## config.mk

```make
export PLATFORM = sky130hd
export DESIGN_NAME = msg_portal
export DESIGN_NICKNAME = d
export VERILOG_FILES = /design/src/rtl/portal_pkg.sv /design/src/rtl/portal_decode.sv /design/src/rtl/portal_fifo.sv /design/src/rtl/portal_cycle_ctr.sv /design/src/rtl/msg_portal.sv
export SDC_FILE = /design/constraint.sdc
export NUM_CORES = 1
export LEC_CHECK = 0
export BUFFER_PORTS_ARGS = -buffer_cell sky130_fd_sc_hd__buf_2
export CAP_MARGIN = 0
export CORE_ASPECT_RATIO = 0.9
export CORE_MARGIN = 1
export CORE_UTILIZATION = 45
export CTS_BUF_LIST = sky130_fd_sc_hd__clkbuf_8
export CTS_CLUSTER_SIZE = 40
export DETAILED_ROUTE_END_ITERATION = 8
export HOLD_SLACK_MARGIN = 0.06
export PLACE_DENSITY_LB_ADDON = 0.3
export SLEW_MARGIN = 20
export SYNTH_ARGS = -nofsm -noshare
export SYNTH_HDL_FRONTEND = slang
export SYNTH_SLANG_ARGS = --single-unit
```

## constraint.sdc

```tcl
create_clock -name clk -period 9.7 [get_ports clk]
set_input_delay 0.485 -clock clk [delete_from_list [all_inputs] [get_ports clk]]
set_output_delay 0.485 -clock clk [all_outputs]
set_load 0.05 [all_outputs]
```

## src/rtl/portal_pkg.sv

```systemverilog
package portal_pkg;
    localparam int WORD_W = 32;

    typedef enum logic [2:0] {
        RGN_NONE,
        RGN_CTRL,
        RGN_REQ_DATA,
        RGN_REQ_STAT,
        RGN_IND_DATA,
        RGN_IND_STAT
    } region_e;
endpackage

```

## src/rtl/portal_decode.sv

```systemverilog
module portal_decode
    import portal_pkg::*;
#(
    parameter int ADDR_W = 14,
    parameter int N_REQ  = 2,
    parameter int N_IND  = 2,
    localparam int SLOT_W = ADDR_W - 5
) (
    input  logic [ADDR_W-1:0] addr,
    output region_e           region,
    output logic [2:0]        ctrl_sel,
    output logic [SLOT_W-1:0] chan
);
    logic [SLOT_W-1:0] slot;
    logic [SLOT_W-1:0] method;

    assign slot     = addr[ADDR_W-1:5];
    assign method   = slot - SLOT_W'(1);
    assign ctrl_sel = addr[4:2];

    always_comb begin
        region = RGN_NONE;
        chan   = '0;
        if (addr[1:0] != 2'b00) begin
            region = RGN_NONE;
        end else if (slot == '0) begin
            region = RGN_CTRL;
        end else if (method < SLOT_W'(N_REQ)) begin
            chan = method;
            if (addr[4:2] == 3'd0)      region = RGN_REQ_DATA;
            else if (addr[4:2] == 3'd1) region = RGN_REQ_STAT;
        end else if (method < SLOT_W'(N_REQ + N_IND)) begin
            chan = method - SLOT_W'(N_REQ);
            if (addr[4:2] == 3'd0)      region = RGN_IND_DATA;
            else if (addr[4:2] == 3'd1) region = RGN_IND_STAT;
        end
    end
endmodule

```

## src/rtl/portal_fifo.sv

```systemverilog
module portal_fifo #(
    parameter int WIDTH = 32,
    parameter int DEPTH = 4,
    localparam int PTR_W = (DEPTH > 1) ? $clog2(DEPTH) : 1,
    localparam int CNT_W = $clog2(DEPTH + 1)
) (
    input  logic             clk,
    input  logic             rst_n,
    input  logic             push,
    input  logic [WIDTH-1:0] din,
    input  logic             pop,
    output logic [WIDTH-1:0] dout,
    output logic             full,
    output logic             empty
);
    logic [WIDTH-1:0] mem [DEPTH];
    logic [PTR_W-1:0] wr_ptr, rd_ptr;
    logic [CNT_W-1:0] count;
    logic             do_push, do_pop;

    assign full    = (count == CNT_W'(DEPTH));
    assign empty   = (count == '0);
    assign do_push = push && !full;
    assign do_pop  = pop && !empty;
    assign dout    = mem[rd_ptr];

    always_ff @(posedge clk) begin
        if (do_push) mem[wr_ptr] <= din;
    end

    always_ff @(posedge clk) begin
        if (!rst_n) begin
            wr_ptr <= '0;
            rd_ptr <= '0;
            count  <= '0;
        end else begin
            if (do_push)
                wr_ptr <= (wr_ptr == PTR_W'(DEPTH - 1)) ? '0 : wr_ptr + PTR_W'(1);
            if (do_pop)
                rd_ptr <= (rd_ptr == PTR_W'(DEPTH - 1)) ? '0 : rd_ptr + PTR_W'(1);
            if (do_push && !do_pop)      count <= count + CNT_W'(1);
            else if (do_pop && !do_push) count <= count - CNT_W'(1);
        end
    end
endmodule

```

## src/rtl/portal_cycle_ctr.sv

```systemverilog
module portal_cycle_ctr #(
    parameter logic [63:0] CTR_RST = 64'd0
) (
    input  logic        clk,
    input  logic        rst_n,
    input  logic        capture,
    output logic [31:0] lo,
    output logic [31:0] hi_cap
);
    logic [63:0] cnt;

    assign lo = cnt[31:0];

    always_ff @(posedge clk) begin
        if (!rst_n) begin
            cnt    <= CTR_RST;
            hi_cap <= '0;
        end else begin
            cnt <= cnt + 64'd1;
            if (capture) hi_cap <= cnt[63:32];
        end
    end
endmodule

```

## src/rtl/msg_portal.sv

```systemverilog
module msg_portal
    import portal_pkg::*;
#(
    parameter int          ADDR_W       = 14,
    parameter int          N_REQ        = 2,
    parameter int          N_IND        = 2,
    parameter int          FIFO_DEPTH   = 4,
    parameter logic [31:0] IFACE_ID     = 32'h0000_00A5,
    parameter logic [31:0] PORTAL_COUNT = 32'd1,
    parameter logic [63:0] CTR_RST      = 64'd0
) (
    input  logic                    clk,
    input  logic                    rst_n,
    input  logic [ADDR_W-1:0]       addr,
    input  logic                    wr_en,
    input  logic                    rd_en,
    input  logic [31:0]             wdata,
    output logic [31:0]             rdata,
    output logic                    irq,
    output logic [N_REQ-1:0]        req_valid,
    input  logic [N_REQ-1:0]        req_ready,
    output logic [32*N_REQ-1:0]     req_data,
    input  logic [N_IND-1:0]        ind_valid,
    output logic [N_IND-1:0]        ind_ready,
    input  logic [32*N_IND-1:0]     ind_data
);
    localparam int SLOT_W = ADDR_W - 5;

    region_e           region;
    logic [2:0]        ctrl_sel;
    logic [SLOT_W-1:0] chan;

    logic [N_REQ-1:0]  req_full, req_empty, req_push, req_pop;
    logic [N_IND-1:0]  ind_full, ind_empty, ind_pop;
    logic [WORD_W-1:0] ind_dout [N_IND];

    logic              irq_en;
    logic              any_ind;
    logic [WORD_W-1:0] ready_num;
    logic              ctr_capture;
    logic [31:0]       ctr_lo, ctr_hi_cap;

    portal_decode #(.ADDR_W(ADDR_W), .N_REQ(N_REQ), .N_IND(N_IND)) u_decode (
        .addr(addr), .region(region), .ctrl_sel(ctrl_sel), .chan(chan)
    );

    for (genvar g = 0; g < N_REQ; g++) begin : g_req
        assign req_push[g]  = wr_en && (region == RGN_REQ_DATA) && (chan == SLOT_W'(g)) && !req_full[g];
        assign req_valid[g] = !req_empty[g];
        assign req_pop[g]   = req_valid[g] && req_ready[g];
        portal_fifo #(.WIDTH(WORD_W), .DEPTH(FIFO_DEPTH)) u_fifo (
            .clk(clk), .rst_n(rst_n),
            .push(req_push[g]), .din(wdata),
            .pop(req_pop[g]), .dout(req_data[g*WORD_W +: WORD_W]),
            .full(req_full[g]), .empty(req_empty[g])
        );
    end

    for (genvar g = 0; g < N_IND; g++) begin : g_ind
        assign ind_ready[g] = !ind_full[g];
        assign ind_pop[g]   = rd_en && (region == RGN_IND_DATA) && (chan == SLOT_W'(g)) && !ind_empty[g];
        portal_fifo #(.WIDTH(WORD_W), .DEPTH(FIFO_DEPTH)) u_fifo (
            .clk(clk), .rst_n(rst_n),
            .push(ind_valid[g] && ind_ready[g]), .din(ind_data[g*WORD_W +: WORD_W]),
            .pop(ind_pop[g]), .dout(ind_dout[g]),
            .full(ind_full[g]), .empty(ind_empty[g])
        );
    end

    assign any_ind     = |(~ind_empty);
    assign irq         = irq_en && any_ind;
    assign ctr_capture = rd_en && (region == RGN_CTRL) && (ctrl_sel == 3'd6);

    portal_cycle_ctr #(.CTR_RST(CTR_RST)) u_ctr (
        .clk(clk), .rst_n(rst_n), .capture(ctr_capture),
        .lo(ctr_lo), .hi_cap(ctr_hi_cap)
    );

    always_ff @(posedge clk) begin
        if (!rst_n)
            irq_en <= 1'b0;
        else if (wr_en && (region == RGN_CTRL) && (ctrl_sel == 3'd1))
            irq_en <= wdata[0];
    end

    always_comb begin
        ready_num = '0;
        for (int i = N_IND - 1; i >= 0; i--)
            if (!ind_empty[i]) ready_num = WORD_W'(i + 1);
    end

    always_comb begin
        rdata = '0;
        if (rd_en) begin
            unique case (region)
                RGN_CTRL: begin
                    unique case (ctrl_sel)
                        3'd0: rdata = {31'b0, any_ind};
                        3'd1: rdata = {31'b0, irq_en};
                        3'd2: rdata = 32'd1;
                        3'd3: rdata = ready_num;
                        3'd4: rdata = IFACE_ID;
                        3'd5: rdata = PORTAL_COUNT;
                        3'd6: rdata = ctr_lo;
                        3'd7: rdata = ctr_hi_cap;
                    endcase
                end
                RGN_REQ_STAT:
                    for (int i = 0; i < N_REQ; i++)
                        if (chan == SLOT_W'(i)) rdata = {31'b0, !req_full[i]};
                RGN_IND_STAT:
                    for (int i = 0; i < N_IND; i++)
                        if (chan == SLOT_W'(i)) rdata = {31'b0, !ind_empty[i]};
                RGN_IND_DATA:
                    for (int i = 0; i < N_IND; i++)
                        if (chan == SLOT_W'(i) && !ind_empty[i]) rdata = ind_dout[i];
                default: rdata = '0;
            endcase
        end
    end
endmodule

```

==> results.py <==
metrics = {
    "floorplan": {
        "core_area_sq_mm": 0.0571,
        "die_x_um": 256,
        "die_h_um": 230,
        "row_count": 83,
        "die_area_sq_mm": 0.0588,
        "ios": 219,
        "start_util_pct": 45.6,
    },
    "timing": {
        "setup_viol": 0,
        "worst_slew_pin_slew_ps": 1070,
        "max_freq_mhz": 197,
        "finalCriticalPeriod_ps": 5090,
        "rsz0062_at_grt": "false",
        "setup-tns-final_ps": 0,
        "worst_slack_ps": 4610,
        "hold_slack_ps": 122,
        "drv_slew": 0,
        "hold_viol": 0,
        "skew_ps": 53.0,
        "max-slew-margin-rel_pct": 28.6,
        "fin_crit_sh_pct": 52.5,
    },
    "setup_path": {
        "critPathCaptureType": "output port",
        "cp_max_fo": 33,
        "cp_top_family": "simple AND/OR/NAND/NOR gates",
        "critPathMaxStageDelay_ps": 560,
        "required_ps": 9220,
        "crit_slowest_cell": "nor4_2",
        "crit_path_start_kind": "primary input",
        "worst_path_most_repeated_cell": "buf_2",
        "cp.arrival_ps": 4600,
        "regToRegStartpoint": "u_ctr.cnt[0]",
        "rrSetupSlack_ps": 6060,
        "r2r_end": "u_ctr.cnt[52]",
        "reg2reg_depth": 9,
        "path_buf_inv": 4,
        "path_cells": "buf_2, inv_1, ha_1, or3_1, a2111o_1, or4_1, nor4_2, nor2b_2, buf_4, a22o_1, a22oi_1, nor2_1, buf_2",
        "criticalPathCategory": "in -> out",
    },
    "logic_synthesis": {
        "synthCells": 1582,
        "synth_top_area_cell": "edfxtp_1",
        "synth_cell_types": 56,
        "synth_edf_count": 512,
        "synth_area_sq_mm": 0.0260,
        "syn-num-nets": 1732,
        "avgSynthCellArea_sq_um": 16.5,
        "synth-seq-area-share_pct": 69.3,
        "synth_area_leaders": "edfxtp_1, mux4_2, dfxtp_1, a22o_1, nand2_1",
        "synth_top_area_share_pct": 59.1,
        "synth_most_common_cell": "edfxtp_1",
        "synth_common_cells": "edfxtp_1, dfxtp_1, mux4_2",
        "synth_flop_cell": "edfxtp_1",
        "async_reset_ff_share_pct": 0,
        "synth-warning-count": 0,
        "ys_seq_elements": 645,
    },
    "cts": {
        "path_clk_slew_ps": 60,
        "root_buffer": "clkbuf_8",
        "ctsResizeCount": 0,
        "cts_tree": "yes",
        "clock_latency_ps": 710,
        "cts_num_sinks": 645,
        "cts-htree-levels": 3,
        "numCtsBuffers": 100,
        "clockBufferDepth": 3,
    },
    "global_routing": {
        "grt_pass1_vias": 15500,
        "overflow": 0,
        "track_usage_pct": 20.3,
        "antenna_found_initial": 4,
        "grt_pass1_wl_mm": 91.1,
        "grt_max_degree": 130,
    },
    "route": {
        "drc": 0,
        "totalWireLength_mm": 59.5,
        "final_antenna_net_count": 0,
        "vias": 15300,
        "wire_per_inst_um": 21.2,
        "drt_first_iter_violations": 1108,
        "vias_per_cell": 5.44,
        "drt_pass1_iterations": 5,
    },
    "pwr": {
        "ir_drop_mv": 0.172,
        "power-per-cell-area_mw_per_mm2": 194,
        "p_comb_share_pct": 12.7,
        "power_frac_seq_pct": 51.9,
        "netSwitchingFraction_pct": 26.1,
        "p_switching_uw": 1570,
        "p_clk_share_pct": 35.4,
        "internal_power_uw": 4440,
        "p_leak_uw": 0.0106,
    },
    "run_status": {
        "outcome": "finished clean",
    },
    "placement": {
        "place_ws_ps": 4590,
        "post-place-cells": 2519,
        "routabilityCongestion": 0.889,
        "portBuffers": 218,
        "dp_hpwl_mm": 38.0,
    },
    "flow_run": {
        "maxCapViolCount": 0,
    },
    "hold_path": {
        "whs_path_depth": 3,
        "hold_start": "req_ready[1]",
        "min_path_type": "in -> reg",
    },
    "final_layout": {
        "final_cells": 2806,
        "drive_gt1_share_pct": 26.1,
        "syn2layout_area_growth_pct": 18.9,
        "fin_nets": 2103,
    },
}
## power by group through the flow
| stage | Clock (uW) | Combinational [uW] | Sequential, uW |
|---|---|---|---|
| 2_1_floorplan | 0 | 508 | 3170 |
| 3_3_place_gp | 0 | 725 | 3170 |
| 3_5_place_dp | 0 | 733 | 3180 |
| 4_1_cts | 2190 | 769 | 3120 |
| 5_1_grt | 2320 | 806 | 3120 |
| 6_report | 2130 | 760 | 3120 |
## through the flow
step | total power, uW | utilization [%] | instance area [sq um]
detailed placement | 3910 | 49.1 | 28000
global placement | 3890 | 49.1 | 28000
finish | 6000 | 54.2 | 30900
floorplan | 3670 | - | 26000
global route | 6250 | 54.1 | 30900
CTS | 6070 | 54.1 | 30900
## layer usage
metal / routed length, um / global-route usage, % / share of wire (%) / up-vias
met5: 27 / 0 / 0.045 / -
met4: 1260 / 6.18 / 2.1 / 4
met3: 4330 / 5.00 / 7.3 / 97
met2: 28700 / 33.2 / 48 / 515
met1: 25200 / 27.0 / 42 / 7709
li1: - / - / - / 6926
## final cells by class
| class | instances | area (sq um) |
|---|---|---|
| Antenna cell | 4 | 10.0 |
| Clock buffer | 110 | 1510 |
| Clock inverter | 76 | 387 |
| Fill cell | 4649 | 26200 |
| Inverter | 25 | 93.8 |
| Multi-Input combinational cell | 834 | 7620 |
| Sequential cell | 645 | 18000 |
| Tap cell | 765 | 957 |
| Timing Repair Buffer | 347 | 2310 |
## tightest hold or removal path, delay by kind of cell
| kind | cells | cell delay (ps) |
|---|---|---|
| buffers and inverters | 1 | 110 |
| AO/OA/AOI/OAI | 1 | 90 |
| AND/OR/NAND/NOR | 1 | 60 |
## worst max path at each step
stage / depth (start not counted) / start / endpoint / slack, ps
floorplan: 12 / addr[5] / rdata[11] / 5450
detailed placement: 17 / addr[5] / g_ind[1].u_fifo.count[2] / 4590
finish: 13 / addr[5] / rdata[6] / 4610
global placement: 17 / addr[5] / g_ind[1].u_fifo.count[2] / 4710
global route: 13 / addr[5] / rdata[28] / 4420
CTS: 13 / addr[5] / rdata[6] / 4670
## repair_timing
action | CTS | global route
hold endpoints to repair | 512 | 0
buffers inserted | 0 | 0
hold buffers | 96 | 0
## sequential cells by signal, indices dropped and copies added, names as in the netlist, 4 cells and up, named ones only
| register | flops |
|---|---|
| g_req.u_fifo.mem | 256 |
| g_ind.u_fifo.mem | 256 |
| g_ind.u_fifo.count | 6 |
| g_ind.u_fifo.wr_ptr | 4 |
| g_req.u_fifo.rd_ptr | 4 |
| g_req.u_fifo.wr_ptr | 4 |
| g_ind.u_fifo.rd_ptr | 4 |
| u_ctr.cnt | 64 |
| g_req.u_fifo.count | 6 |
| u_ctr.hi_cap | 32 |
## cells by family (layout without fill, tap and decap cells)
logic type | Yosys count | in the layout | share of synthesized area (%)
DFF | 645 | 645 | 69.3
and+or+nand+nor | 410 | 410 | 8.17
other | 0 | 4 | 0
adders and majority gates | 32 | 32 | 1.65
xor gates and xnor gates | 61 | 61 | 2.05
muxes | 148 | 148 | 11.9
buffers and inverters | 103 | 558 | 1.50
AOI/OAI and AO/OA | 183 | 183 | 5.47
## placed cells by master (no fill, tap or decap), types with 19 or more instances in the layout
master,instances
buf_4,32
o21ai_0,21
nor2b_1,29
inv_1,56
dfxtp_1,129
and2_1,62
mux4_2,128
or3_1,19
xor2_1,24
ha_1,28
nand3_1,40
dlygate4sd3_1,96
xnor2_1,37
nand2_1,110
clkbuf_8,110
a21boi_0,47
edfxtp_1,512
buf_2,218
a22oi_1,28
nor2_1,58
clkinv_1,27
a22o_1,57
and3_1,25
No activity file was read; power rests on OpenSTA's default activity.
